`src/rtl/pc_steer_pkg.sv`:
```
package pc_steer_pkg;
  localparam int XLEN = 16;
  localparam int VEC_W = 8;
  localparam int FLG_W = 3;
  localparam int REG_IDX_W = 3;

  typedef enum logic [2:0] {
    K_BRANCH,
    K_JUMP,
    K_CALL_REL,
    K_CALL_REG,
    K_TRAP,
    K_SEQ
  } ctl_kind_e;

  localparam logic [3:0] OP_BRANCH = 4'b0000;
  localparam logic [3:0] OP_JUMP   = 4'b1100;
  localparam logic [3:0] OP_CALL   = 4'b0100;
  localparam logic [3:0] OP_TRAP   = 4'b1111;

  // sign extension of the 9-bit branch displacement
  function automatic logic [XLEN-1:0] sext_d9(input logic [8:0] f);
    return {{(XLEN-9){f[8]}}, f};
  endfunction

  // sign extension of the 11-bit call displacement
  function automatic logic [XLEN-1:0] sext_d11(input logic [10:0] f);
    return {{(XLEN-11){f[10]}}, f};
  endfunction

  // modular add used by every relative target
  function automatic logic [XLEN-1:0] rel_target(input logic [XLEN-1:0] base,
                                                 input logic [XLEN-1:0] disp);
    return base + disp;
  endfunction

  // a branch redirects when any selected flag is currently set
  function automatic logic mask_hit(input logic [FLG_W-1:0] mask,
                                    input logic [FLG_W-1:0] flg);
    return |(mask & flg);
  endfunction
endpackage

```
`src/rtl/pc_steer_decode.sv`:
```
module pc_steer_decode
  import pc_steer_pkg::*;
(
  input  logic [XLEN-1:0]      instr,
  output ctl_kind_e            kind,
  output logic [FLG_W-1:0]     br_mask,
  output logic [8:0]           disp9,
  output logic [10:0]          disp11,
  output logic [REG_IDX_W-1:0] reg_idx,
  output logic [VEC_W-1:0]     vec_idx
);
  logic [3:0] opc;
  assign opc     = instr[XLEN-1 -: 4];
  assign br_mask = instr[11:9];
  assign disp9   = instr[8:0];
  assign disp11  = instr[10:0];
  assign reg_idx = instr[8:6];
  assign vec_idx = instr[VEC_W-1:0];

  always_comb begin
    unique case (opc)
      OP_BRANCH: kind = K_BRANCH;
      OP_JUMP:   kind = K_JUMP;
      OP_CALL:   kind = instr[11] ? K_CALL_REL : K_CALL_REG;
      OP_TRAP:   kind = K_TRAP;
      default:   kind = K_SEQ;
    endcase
  end
endmodule

```
`src/rtl/pc_steer_target.sv`:
```
module pc_steer_target
  import pc_steer_pkg::*;
(
  input  logic             clk,
  input  logic             rst_n,
  input  ctl_kind_e        kind,
  input  logic [FLG_W-1:0] br_mask,
  input  logic [8:0]       disp9,
  input  logic [10:0]      disp11,
  input  logic [FLG_W-1:0] flags,
  input  logic [XLEN-1:0]  pc_inc,
  input  logic [XLEN-1:0]  base_val,
  output logic [XLEN-1:0]  tgt,
  output logic             br_taken,
  output logic             wants_link
);
  logic [XLEN-1:0] br_dest;
  logic [XLEN-1:0] call_dest;

  assign br_taken   = (kind == K_BRANCH) && mask_hit(br_mask, flags);
  assign br_dest    = rel_target(pc_inc, sext_d9(disp9));
  assign call_dest  = rel_target(pc_inc, sext_d11(disp11));
  assign wants_link = (kind == K_CALL_REL) || (kind == K_CALL_REG) || (kind == K_TRAP);

  always_comb begin
    unique case (kind)
      K_BRANCH:   tgt = br_taken ? br_dest : pc_inc;
      K_JUMP:     tgt = base_val;
      K_CALL_REL: tgt = call_dest;
      K_CALL_REG: tgt = base_val;
      default:    tgt = pc_inc;
    endcase
  end


  br_never_chk: assert property (@(posedge clk) disable iff (!rst_n)
    (kind == K_BRANCH && br_mask == 3'b000) |-> (tgt == pc_inc));


  br_always_chk: assert property (@(posedge clk) disable iff (!rst_n)
    (kind == K_BRANCH && br_mask == 3'b111 && $onehot(flags)) |-> br_taken);


  seq_fall_chk: assert property (@(posedge clk) disable iff (!rst_n)
    (kind == K_SEQ) |-> (tgt == pc_inc && !wants_link));
endmodule

```
`src/rtl/pc_steer_seq.sv`:
```
module pc_steer_seq
  import pc_steer_pkg::*;
(
  input  logic            clk,
  input  logic            rst_n,
  input  logic            accept,
  input  logic            is_trap,
  input  logic            wants_link,
  input  logic [XLEN-1:0] tgt,
  input  logic [XLEN-1:0] pc_inc,
  input  logic [XLEN-1:0] vec_data,
  output logic            waiting,
  output logic            npc_valid,
  output logic [XLEN-1:0] next_pc,
  output logic            link_we,
  output logic [XLEN-1:0] link_val
);
  typedef enum logic {S_RUN, S_VWAIT} seq_st_e;
  seq_st_e st;
  logic [XLEN-1:0] held_ret;

  assign waiting = (st == S_VWAIT);

  always_ff @(posedge clk or negedge rst_n) begin
    if (!rst_n) begin
      st        <= S_RUN;
      held_ret  <= '0;
      npc_valid <= 1'b0;
      next_pc   <= '0;
      link_we   <= 1'b0;
      link_val  <= '0;
    end else if (st == S_VWAIT) begin
      st        <= S_RUN;
      npc_valid <= 1'b1;
      next_pc   <= vec_data;
      link_we   <= 1'b1;
      link_val  <= held_ret;
    end else if (accept && is_trap) begin
      st        <= S_VWAIT;
      held_ret  <= pc_inc;
      npc_valid <= 1'b0;
      link_we   <= 1'b0;
    end else if (accept) begin
      npc_valid <= 1'b1;
      next_pc   <= tgt;
      link_we   <= wants_link;
      link_val  <= pc_inc;
    end else begin
      npc_valid <= 1'b0;
      link_we   <= 1'b0;
    end
  end


  trap_wait_len_chk: assert property (@(posedge clk) disable iff (!rst_n)
    waiting |=> !waiting);


  npc_src_chk: assert property (@(posedge clk) disable iff (!rst_n)
    npc_valid |-> ($past(accept && !is_trap) || $past(waiting)));


  trap_result_chk: assert property (@(posedge clk) disable iff (!rst_n)
    waiting |=> (npc_valid && link_we));
endmodule

```
`src/rtl/pc_steer.sv`:
```
module pc_steer
  import pc_steer_pkg::*;
(
  input  logic                 clk,
  input  logic                 rst_n,
  input  logic                 instr_valid,
  input  logic [XLEN-1:0]      instr,
  input  logic [XLEN-1:0]      pc_inc,
  input  logic [FLG_W-1:0]     flags,
  output logic [REG_IDX_W-1:0] base_idx,
  input  logic [XLEN-1:0]      base_val,
  output logic                 vec_rd,
  output logic [VEC_W-1:0]     vec_addr,
  input  logic [XLEN-1:0]      vec_data,
  output logic                 busy,
  output logic                 npc_valid,
  output logic [XLEN-1:0]      next_pc,
  output logic                 link_we,
  output logic [XLEN-1:0]      link_val
);
  ctl_kind_e        kind;
  logic [FLG_W-1:0] br_mask;
  logic [8:0]       disp9;
  logic [10:0]      disp11;
  logic [VEC_W-1:0] vec_idx;
  logic [XLEN-1:0]  tgt;
  logic             br_taken;
  logic             wants_link;
  logic             accept;
  logic             is_trap;

  pc_steer_decode u_dec (
    .instr(instr), .kind(kind), .br_mask(br_mask), .disp9(disp9),
    .disp11(disp11), .reg_idx(base_idx), .vec_idx(vec_idx)
  );

  pc_steer_target u_tgt (
    .clk(clk), .rst_n(rst_n), .kind(kind), .br_mask(br_mask), .disp9(disp9),
    .disp11(disp11), .flags(flags), .pc_inc(pc_inc), .base_val(base_val),
    .tgt(tgt), .br_taken(br_taken), .wants_link(wants_link)
  );

  assign accept   = instr_valid && !busy;
  assign is_trap  = (kind == K_TRAP);
  assign vec_rd   = accept && is_trap;
  assign vec_addr = vec_idx;

  pc_steer_seq u_seq (
    .clk(clk), .rst_n(rst_n), .accept(accept), .is_trap(is_trap),
    .wants_link(wants_link), .tgt(tgt), .pc_inc(pc_inc), .vec_data(vec_data),
    .waiting(busy), .npc_valid(npc_valid), .next_pc(next_pc),
    .link_we(link_we), .link_val(link_val)
  );


  jump_dest_chk: assert property (@(posedge clk) disable iff (!rst_n)
    ($past(rst_n) && $past(accept) && $past(kind) == K_JUMP) |->
      (next_pc == $past(base_val) && !link_we));


  trap_req_chk: assert property (@(posedge clk) disable iff (!rst_n)
    vec_rd |=> (busy && !npc_valid));


  call_link_chk: assert property (@(posedge clk) disable iff (!rst_n)
    ($past(rst_n) && $past(accept) && ($past(kind) == K_CALL_REL || $past(kind) == K_CALL_REG))
      |-> (link_we && link_val == $past(pc_inc)));


  br_nolink_chk: assert property (@(posedge clk) disable iff (!rst_n)
    ($past(rst_n) && $past(accept) && $past(kind) == K_BRANCH) |-> (npc_valid && !link_we));
endmodule

```
`config.mk`:
```
export PLATFORM = sky130hd
export DESIGN_NAME = pc_steer
export DESIGN_NICKNAME = d
export VERILOG_FILES = /design/src/rtl/pc_steer_pkg.sv /design/src/rtl/pc_steer_decode.sv /design/src/rtl/pc_steer_target.sv /design/src/rtl/pc_steer_seq.sv /design/src/rtl/pc_steer.sv
export SDC_FILE = /design/constraint.sdc
export NUM_CORES = 1
export LEC_CHECK = 0
export BUFFER_PORTS_ARGS = -buffer_cell sky130_fd_sc_hd__buf_2
export CORE_MARGIN = 2
export CORE_UTILIZATION = 45
export DETAILED_ROUTE_END_ITERATION = 10
export GPL_ROUTABILITY_DRIVEN = 0
export PLACE_DENSITY = 0.72
export SLEW_MARGIN = 0
export SYNTH_ARGS = -nofsm -noshare
export SYNTH_HDL_FRONTEND = slang
export SYNTH_SLANG_ARGS = --single-unit
```
`constraint.sdc`:
```
create_clock -name clk -period 2.15 [get_ports clk]
set_clock_uncertainty 0.1 [all_clocks]
set_input_delay 0.645 -clock clk [delete_from_list [all_inputs] [get_ports clk]]
set_output_delay 0.645 -clock clk [all_outputs]
set_load 0.02 [all_outputs]
```
Word-level counts from Yosys, hierarchy flattened
Index checks and enable logic that the tools add are counted.
{"block": "totals", "out_inout_bits": 47, "ramBits": 0, "latch_bits": 0, "rom_bits": 0, "ff_bits": 51, "memories": 0}
{"block": "classes", "n_lt_le_gt_ge": 0, "mux": 18, "n_reduce_logical": 13, "div_mod_pow": 0, "eq_ne": 8, "n_addsub": 2, "mul": 0, "n_shift": 0, "bitwise_logic": 2}
{"cell": "$mux 16", "n": 7}
{"cell": "$pmux 16 s3", "n": 1}
{"cell": "$add 16x16->16", "n": 2}
{"cell": "$pmux 3 s4", "n": 1}
{"cell": "$mux 1", "n": 9}
{"cell": "$eq 4x4->1 const B", "n": 2}
{"cell": "$eq 3x2->1 const B", "n": 2}
{"cell": "$eq 4x3->1 const B", "n": 1}
{"cell": "$logic_not 4->1", "n": 1}
{"cell": "$reduce_and 2->1", "n": 2}
{"cell": "$and 3x3->3", "n": 1}
{"cell": "$eq 3x1->1 const B", "n": 1}
{"cell": "$eq 3x3->1 const B", "n": 1}
{"cell": "$logic_and 1x1->1", "n": 3}
{"cell": "$logic_not 3->1", "n": 1}
{"cell": "$reduce_or 3->1", "n": 1}
{"cell": "$logic_or 1x1->1", "n": 2}
{"cell": "$ne 2x1->1 const B", "n": 1}
{"cell": "$reduce_bool 2->1", "n": 1}
{"cell": "$reduce_or 2->1", "n": 1}
{"cell": "$logic_not 1->1", "n": 1}
{"cell": "$not 1->1", "n": 1}

Logic depth before layout (Yosys ltp)
Gate-level depths: netlist of run 1.
{"block": "depth", "depth_word": 9, "mapped_depth": 12, "mapped_depth_nobuf": 12}

Hierarchy
From an unflattened synthesis of run 1, not the netlist that was laid out.
{"block": "unflattened", "cells_unflattened": 550, "area_unflattened_um2": 5027.3}
{"module": "pc_steer_seq", "area_per_inst_um2": 2733.9, "n_inst": 1, "cells_each": 221, "seq_area_each_um2": 1276.2}
{"module": "pc_steer_target", "area_per_inst_um2": 1964.4, "n_inst": 1, "cells_each": 284, "seq_area_each_um2": 0.0}
{"module": "pc_steer_decode", "area_per_inst_um2": 304.0, "n_inst": 1, "cells_each": 42, "seq_area_each_um2": 0.0}
{"module": "pc_steer", "area_per_inst_um2": 25.0, "n_inst": 1, "cells_each": 3, "seq_area_each_um2": 0.0}

Worst setup path after synthesis of run 1
OpenSTA, ideal clock, no wires.
{"block": "synth_path", "kind": "input to register", "startpoint": "in instr[0]", "endpoint": "reg u_seq.next_pc[12]", "t_arrival_ps": 2542, "required_ps": 1923, "path_buffers": 0, "setup_slack_ps": -619, "path_stages": 12, "path_cell_list": "ha_1 > inv_1 > fa_1 > nor2b_1 > o21ai_2 > a21boi_2 > o211a_1 > o31a_1 > o22ai_1 > xnor2_1 > a221oi_2 > a21oi_1"}
{"block": "synth_via", "elab_chain_len": 6, "elab_cells_between_ends": 7}
{"element": "from (decl)", "line": "pc_steer.sv:7", "text": "input logic [XLEN-1:0] instr,"}
{"element": "$add 16x16->16", "line": "pc_steer_pkg.sv:34", "text": "return base + disp;"}
{"element": "$mux 16", "line": "pc_steer_target.sv:27", "text": "K_BRANCH: tgt = br_taken ? br_dest : pc_inc;"}
{"element": "$pmux 16 s3 (*)", "line": "pc_steer_target.sv:26", "text": "unique case (kind)"}
{"element": "$mux 16 (*)", "line": "pc_steer_seq.sv:43", "text": "end else if (accept) begin"}
{"element": "$mux 16 (*)", "line": "pc_steer_seq.sv:38", "text": "end else if (accept && is_trap) begin"}
{"element": "$mux 16 (*)", "line": "pc_steer_seq.sv:32", "text": "end else if (st == S_VWAIT) begin"}
{"element": "to (signal assigned)", "line": "pc_steer_seq.sv:35", "text": "next_pc <= vec_data;"}
{"element": "to (signal assigned)", "line": "pc_steer_seq.sv:45", "text": "next_pc <= tgt;"}
{"element": "to (decl)", "line": "pc_steer_seq.sv:14", "text": "output logic [XLEN-1:0] next_pc,"}
Every way passes the cells marked *; elsewhere a longest branch is shown, timed or not. The select of a mux whose other input is x is not followed.
A chain may end at the register's enable or synchronous reset.

Worst setup path after layout of run 1
{"block": "layout_path", "startpoint": "in pc_inc[0]", "endpoint": "reg u_seq.next_pc[14]"}
{"block": "layout_via", "elab_chain_len": 6, "elab_cells_between_ends": 7}
{"element": "from (decl)", "line": "pc_steer.sv:8", "text": "input logic [XLEN-1:0] pc_inc,"}
{"element": "$add 16x16->16", "line": "pc_steer_pkg.sv:34"}
{"element": "$mux 16", "line": "pc_steer_target.sv:27"}
{"element": "$pmux 16 s3 (*)", "line": "pc_steer_target.sv:26"}
{"element": "$mux 16 (*)", "line": "pc_steer_seq.sv:43"}
{"element": "$mux 16 (*)", "line": "pc_steer_seq.sv:38"}
{"element": "$mux 16 (*)", "line": "pc_steer_seq.sv:32"}
Marks and branches as above.

==> results of run 1 <==
[metal layers]
layer | vias up | wire [microns] | global-route usage | share of wire
met5 | - | 0 | 0 | 0
li1 | 1878 | - | - | -
met4 | 0 | 369 | 0.0906 | 0.030
met2 | 203 | 6150 | 0.476 | 0.50
met1 | 1893 | 4720 | 0.332 | 0.39
met3 | 27 | 1010 | 0.0514 | 0.082
[state kept, by name, summed over array words and instances, names as in the netlist]
name,flops
u_seq.next_pc,16
u_seq.link_val,16
u_seq.held_ret,16
u_seq.link_we,1
u_seq.npc_valid,1
u_seq.waiting,1
[worst paths after layout]
path | startpoint | to | depth (start not counted)
hold reg to reg | u_seq.held_ret[7] | u_seq.link_val[7] | 2
max in group asynchronous | rst_n | u_seq.waiting | 2
setup reg to reg | u_seq.waiting | u_seq.held_ret[14] | 3
setup / recovery | pc_inc[0] | u_seq.next_pc[14] | 13
min in group clk | u_seq.held_ret[7] | u_seq.link_val[7] | 2
hold / removal | rst_n | u_seq.npc_valid | 2
[stage by stage]
stage          hold slack (ps)  setup TNS, ps
3_3_place_gp               356          -7710
6_report                   230          -3260
5_1_grt                    244          -4190
4_1_cts                    240          -2880
3_5_place_dp               373          -8470
2_1_floorplan              249          -2670
[area by class of cell]
cell class / count / share of cell area
Sequential cell: 51 / 0.232
Tap cell: 102 / 0.0232
Clock buffer: 5 / 0.0125
Clock inverter: 3 / 0.00795
Inverter: 8 / 0.00590
Multi-Input combinational cell: 319 / 0.450
Timing Repair Buffer: 220 / 0.269
[cell usage after synthesis (all sizes together) (2+ instances only)]
cell and n:
o21ai 54, a41oi 2, ha 21, nand3 6, a22oi 4, o211ai 5
xnor2 10, a21boi 2, dfrtp 51, and3 2, a31oi 3, mux2 16
a221oi 10, nor2b 4, inv 8, a21oi 15, a211oi 5, a222oi 3
nor2 25, a21o 4, xor2 5, clkbuf 12, buf 17, or3 4
nand3b 2, nand2 50, nand2b 4, o21bai 3, and2 2, o211a 2
mux2i 19, o21a 3, nor3 17, a221o 3, o31ai 3
[kinds of logic (layout without fill, tap and decap cells)]
family / Yosys count / count (layout) / share of synthesized area
AO/OA/AOI/OAI: 127 / 127 / 0.236
XOR/XNOR: 15 / 15 / 0.0360
adder cells (fa/ha/maj): 22 / 22 / 0.0776
buffers and inverters: 37 / 236 / 0.0518
flip-flops: 51 / 51 / 0.350
multiplexers: 35 / 35 / 0.102
AND/OR/NAND/NOR: 119 / 120 / 0.147
[layout by cell type (no fill, tap or decap), types with 5 or more instances in the layout]
cell                       count
sky130_fd_sc_hd__buf_6        13
sky130_fd_sc_hd__ha_4          7
sky130_fd_sc_hd__nand2_1      49
sky130_fd_sc_hd__o21ai_0      26
sky130_fd_sc_hd__ha_1         14
sky130_fd_sc_hd__clkbuf_8      5
sky130_fd_sc_hd__inv_1         7
sky130_fd_sc_hd__a21oi_1      11
sky130_fd_sc_hd__nor3_1       16
sky130_fd_sc_hd__dfrtp_1      50
sky130_fd_sc_hd__mux2i_1      19
sky130_fd_sc_hd__mux2_2       16
sky130_fd_sc_hd__buf_2       104
sky130_fd_sc_hd__o211ai_1      5
sky130_fd_sc_hd__xnor2_1       9
sky130_fd_sc_hd__xor2_1        5
sky130_fd_sc_hd__nor2_1       23
sky130_fd_sc_hd__buf_4        98
sky130_fd_sc_hd__a221oi_1      6
sky130_fd_sc_hd__o21ai_1      26
[where the power goes]
part	switching, mW	internal (mW)	leakage (nW)
Clock	0.331	0.347	0.0581
Sequential	0.0877	1.11	0.609
Combinational	0.645	0.602	1.94
[what timing repair did]
item | 4_1_cts | 5_1_grt
hold buffers | 0 | 0
setup endpoints to repair | 14 | 17
resized for setup | 35 | 33
cloned | 1 | 0
setup buffers | 10 | 6
hold endpoints to repair | 0 | 0
pin swaps | 26 | 20
==> results, run 1 <==
- Measured along the x axis, the die boundary spans 94.0 microns.
- The sequential cells in the finished layout cover a total of 0.00128 sq mm.
- Static timing analysis puts the maximum clock frequency at 379 MHz.
- After global routing the overflow that remains totals 0.
- In this run, placement finished with an instance count of 685.
- The final non-filler cell total is 708.
- Across all setup checks in the final design, the least slack found is -487 ps.
- Of all nets on the critical path, the largest fanout is 3.
- The clock reaches the later pin of the worst-skew pair after 300 ps.
- The library cell used as clock root buffer is sky130_fd_sc_hd__clkbuf_8.
- The final hold violation count is 0.
- Entering global routing, the biggest net connects 52 pins.
- The clock sink total is 51.
- The worst min-delay path category is primary input to asynchronous set/reset pin.
- Dividing the detail-routed wire length by the instance count gives 17.3 microns.
- The synthesized area divided by synthesized cell count is 8.98 sq um.
- The worst slew margin relative to its limit is 0.705.
- The final-report setup violation count is 11.
- The number of remaining DRC errors is 0.
- Across the run, the number of max-cap violations was 0.
- The net count of the finished layout is 697.
- The worst path required time is roughly 2300 ps.
- The number of filler cells placed in the layout is a little over 600.
- 0 antenna diodes ended up in the layout.
- The post-placement cell area is 0.00502 sq mm.
- The global-route wire length before repair is roughly 19000 microns.
- The critical path contains buffers and inverters numbering 2 combined.
- The fraction of layout instances using a drive strength above 1 is 0.480.
- In this run, distinct cell masters in the synthesized netlist total 56.
- The clock tree from TritonCTS is yes.
- The slowest stage of the critical path belongs to the cell sky130_fd_sc_hd__o31a_1.
- The ratio of final minimum period to clock period is 1.23.
- The total power per unit cell area is 567 mW/mm^2.
- The row count is 32.
- The area of the placeable core is a little under 0.008 sq mm.
- The net count after synthesis is between 400 and 500.
- The final critical path time including I/O delays and setup is 2640 ps.
- The die is 94.0 microns tall.
- Counting flops with an async set or reset pin after synthesis yields a share of 1.00.
- The count of boundary I/O pins is around 120.
- The die covers 0.00884 sq mm.
- At the placement stage, the worst setup path has a slack of -841 ps.
- The count of yosys warnings during synthesis is 0.
- The initial core utilization is 0.469.
- The core utilization of the finished layout is 0.710.
- The fraction of synthesized cell area taken by the top area cell type is 0.350.
- The sequential area share after synthesis is 0.350.
- The most common flop cell mapped by yosys is sky130_fd_sc_hd__dfrtp_1.
- The maximum VDD drop is 0.448 mV.
- The total iterations of the first detailed-routing run is 5.
- The number of antenna violations at the first check in global routing was 0.
- The instance count of the mapped netlist is just over 400.
- Setup repair after global routing could not meet its margin everywhere.
- After synthesis the cells add up to 0.00364 sq mm.
- The final route contains between 4k and 5k vias.
- The H-tree level count is 2.
- STA classifies the critical path endpoint as a flip-flop.
- Yosys mapped a number of flops with a built-in enable equal to 0.
- The number of global-route vias before repair is 4029.
- Once detail routing completed, the nets flagged for antenna violations numbered 0.
- The total length of routed wires is 12300 microns.
- The worst setup path is launched from a primary input.
- Clock-pin slew was measured on the worst setup and hold paths at 100 ps.
- The cell class contributing the biggest share of worst-path delay is compound AO/OA/AOI/OAI gates.
- The final reports fail on setup timing.
- The signal on the critical path passes through buf_8 -> ha_4 -> inv_4 -> fa_2 -> nor2b_1 -> o21ai_2 -> a21boi_2 -> o211a_1 -> o31a_1 -> o41ai_2 -> mux2i_1 -> o21ai_1 -> o211ai_1.
- The synthesized design contains slightly above 50 register bits.
- The run finished, with violations left.
- The area growth from synthesis to layout is 51.2%.
- The design area is approximately 0.0055 sq mm.
- The leakage power figure is 2.61 nW.
- The total count of max-transition violations in the final report was 0.
- The detailed router's first-iteration violation count is approximately 180.
- Yosys attributes the largest share of cell area to sky130_fd_sc_hd__dfrtp_1 35%, sky130_fd_sc_hd__ha_1 7.2%, sky130_fd_sc_hd__o21ai_0 6.6%.
- The arrival time at the worst endpoint is ~2800 ps.
- The clock passes through at most 2 buffers.
- For the pin with the worst max-slew slack, the measured transition is 440 ps.
- The total CTS buffers is 5.
- The leading area contributor after synthesis is sky130_fd_sc_hd__dfrtp_1.
- The critical path is of the primary input to flip-flop type.
- In this run the tool buffered the top-level ports with 116 buffer cells.
- The post-detailed-placement half-perimeter wirelength is 9250 microns.
- Summing all multi-input logic gate instances after layout gives approximately 0.0025 sq mm.
- The register-to-register setup slack is about 540 ps.
- The overall power consumption is 3.12 mW.
- In the global route stage, overall resource usage came out at 0.271.
- The via density per instance is 5.65.
- In this design, the stage delay of the slowest critical-path cell is 350 ps.
Power figures use the tool's default switching activity.
==> run 2, diff against run 1 <==
CORE_UTILIZATION = 35   (was 45)
PLACE_DENSITY = 0.58   (was 0.72)
==> run 2 against run 1 <==
Compared with the run above:
- the run still ends with setup timing left
- clock power down 0.6%
- first-iteration DRC count down 26%
- fmax up 1.2%
- non-clock buffer count up 3
- combinational power about the same
- critical endpoint unchanged
- power down 1.3%
- via count down 3.1%
- count of clock-buffer cells in the layout unchanged
==> results, run 2 (synthesized netlist as in run 1, its figures left out) <==
- The run finished, with violations left.
- The final reports fail on setup timing.
- The total count of max-transition violations in the final report was 0.
- Summed over all nets, the switching power comes to 1.03 mW.
- For this run the aggregate overflow at the end of global routing stands at 0.
- The number of antenna diodes in the final layout is 0.
- The number of buffers and inverters on the critical path is 2.
- Once detailed placement completed, the half-perimeter wirelength came to between 9000 and 10000 microns.
- The fraction of layout instances using a drive strength above 1 is 0.479.
- The cell class contributing the biggest share of worst-path delay is compound AO/OA/AOI/OAI gates.
- The number of remaining DRC errors is 0.
- The number of antenna violations at the first check in global routing is 0.
- Dividing the final minimum period by the clock period gives 1.21.
- Setup violations remaining at the end of the flow were counted as 11.
- The maximum VDD drop is 0.320 mV.
- The area of the placeable core is 0.0102 sq mm.
- The worst flop-to-flop path startpoint is u_seq.waiting.
- Pin placement for this block handled 117 I/O pins.
- The filler cells instantiated in the layout total 959.
- The net count of the finished layout is 699.
- The design area is 0.00551 sq mm.
- Of all nets on the critical path, the largest fanout is 4.
- The depth of the worst register-to-register path is 3.
- The portion of total power attributed to combinational logic is 0.394.
- The max-cap check violation count is 0.
- The pre-CTS setup slack is -890 ps.
- The portion of total power attributed to sequential cells is 0.388.
- The worst setup path is captured at a flip-flop.
- For flop-to-flop paths, the worst setup slack is approximately 550 ps.
- Measured against its own limit, the worst slew margin works out to 0.661.
- Summed over all cells, the static leakage comes to 2.61 nW.
- In the final routed layout, each cell accounts on average for 16.1 microns.
- The clock latency reported for the late side of the worst-skew pair is 310 ps.
- Clock-pin slew was measured on the worst setup and hold paths at 100 ps.
- In this design, the stage delay of the slowest critical-path cell is 310 ps.
- The switching portion of total power is 0.335.
- The detailed router finished its first iteration with about 140 violations.
- The min-delay analysis places its worst path in the category primary input to asynchronous set/reset pin.
- From bottom edge to top edge, the die measures 106 microns.
- On the critical path, the stage with the largest delay is an instance of sky130_fd_sc_hd__o31a_1.
- The die area is ~0.011 sq mm.
- Using the TritonRoute via totals, the vias-per-cell ratio works out to 5.21.
- The design draws 3.08 mW.
- Leaving out fill and tap cells, the most frequent cells in the layout are 104 x sky130_fd_sc_hd__buf_2, 101 x sky130_fd_sc_hd__buf_4, 50 x sky130_fd_sc_hd__dfrtp_1.
- After layout, the worst setup slack is -455 ps.
- The row count is 37.
- The H-tree was split into 2 levels.
- The accumulated negative setup slack is -3340 ps.
- The critical path goes through buf_8 -> ha_4 -> inv_2 -> fa_2 -> nor2b_2 -> o21ai_2 -> a21boi_2 -> o211a_1 -> o31a_1 -> o41ai_2 -> mux2i_1 -> o21ai_1 -> o211ai_1.
- The reg-to-reg critical path endpoint is u_seq.held_ret[3].
- The total iterations of the first detailed-routing run is 7.
- The final hold violation count came to 0.
- The area growth from synthesis to layout is 51.2%.
- Leaving out filler cells and counting taps, the final layout contains between 700 and 800.
- In this run the deepest clock path goes through 2 buffers.
- The routed via count is 3876.
- Internal power comes to 2.05 mW.
- The number of global-route vias before repair is just under 4k.
- The smallest clock period supported by the final layout is computed as 2610 ps.
- Counting the buffers created by CTS gives 5.
- The count of buffers from port buffering is 116.
- The largest net degree at the start of global routing is 47.
- The share of total power dissipated in the clock network is 0.218.
- For the pin with the worst max-slew slack, the measured transition is 509 ps.
- The number of cells after detailed placement is 725.
- The initial utilization of the core area, before any placement, comes to 0.356.
- In this run the clock root is driven by a sky130_fd_sc_hd__clkbuf_8.
- The storage element area is 0.00128 sq mm.
- STA classifies the critical path startpoint as a primary input.
- Setup repair after global routing could not meet its margin everywhere.
- Power spread over the standard cell area amounts to around 560 mW/mm^2.
- In this run the cell area measured after placement is 0.00512 sq mm.
- Summed over all layers, the routed wires come to 12000 microns.
- The remaining antenna violation count is 0.
- The type of the worst setup path is primary input to flip-flop.
- The first element of the critical path is pc_inc[0].
- In the final layout, the registers with the most flip-flops are u_seq.held_ret x16, u_seq.link_val x16, u_seq.next_pc x16.
- The die span in x is 106 microns.
- Leaving out fill and tap cells, the most frequent cell in the layout is sky130_fd_sc_hd__buf_2.
- Static timing analysis puts the maximum clock frequency at about 380 MHz.
- Summing all multi-input logic gate instances after layout gives 0.00241 sq mm.
- STA puts the critical path data arrival time at between 2000 and 3000 ps.
- The worst path required time is roughly 2300 ps.
- TritonCTS built the clock tree.
- CTS saw 51 sinks.
- In the global route stage, overall resource usage came out at 0.216.
- The first global-routing pass estimated 19600 microns of wire.
## run 2: cell count changes in the layout (fill, tap and decap cells not counted), sizes merged
cell	previous run	this run
nand2b	5	4
buf	220	223
## run 2: worst max path at each step
stage	endpoint	slack [ps]	cells past startpoint
finish	u_seq.next_pc[14]	-460	13
global placement	u_seq.next_pc[15]	-790	11
detailed placement	u_seq.next_pc[15]	-890	11
global route	u_seq.next_pc[14]	-580	13
CTS	u_seq.next_pc[12]	-450	13
floorplan	u_seq.next_pc[12]	-470	12
## run 2: power groups by stage
stage          registers (mW)  clock network (mW)  logic (mW)
2_1_floorplan            1.30                   0       0.539
3_3_place_gp             1.21                   0        1.11
3_5_place_dp             1.21                   0        1.13
4_1_cts                  1.20               0.689        1.19
5_1_grt                  1.22               0.728        1.33
6_report                 1.20               0.674        1.22
## run 2: worst register-to-register path, delay by kind of cell (launching register included)
family / cells / cell delay (ps)
DFF: 1 / 480
muxes: 1 / 370
buffers and inverters: 1 / 290
and+or+nand+nor: 1 / 250
## run 2: through the flow
stage / hold WS (ps) / utilization
2_1_floorplan: 249 / -
3_3_place_gp: 359 / 0.500
3_5_place_dp: 369 / 0.500
4_1_cts: 204 / 0.529
5_1_grt: 226 / 0.539
6_report: 192 / 0.539
## run 2: final cells by class
cell class	count	share of cell area
Timing Repair Buffer	223	0.274
Sequential cell	51	0.232
Tap cell	136	0.0309
Multi-Input combinational cell	318	0.437
Inverter	8	0.00545
Clock inverter	3	0.00795
Clock buffer	5	0.0125
## run 2: timing repair
item,4_1_cts,5_1_grt
setup endpoints to repair,11,17
hold endpoints to repair,0,0
setup buffers,7,6
hold buffers,0,0
pin swaps,38,13
resized for setup,38,14
## run 2: layer usage
layer	vias up	track usage	wire length, microns
li1	1890	-	-
met1	1802	0.277	4930
met2	162	0.369	5720
met3	22	0.0509	1090
met4	0	0.0526	227
met5	-	0	0
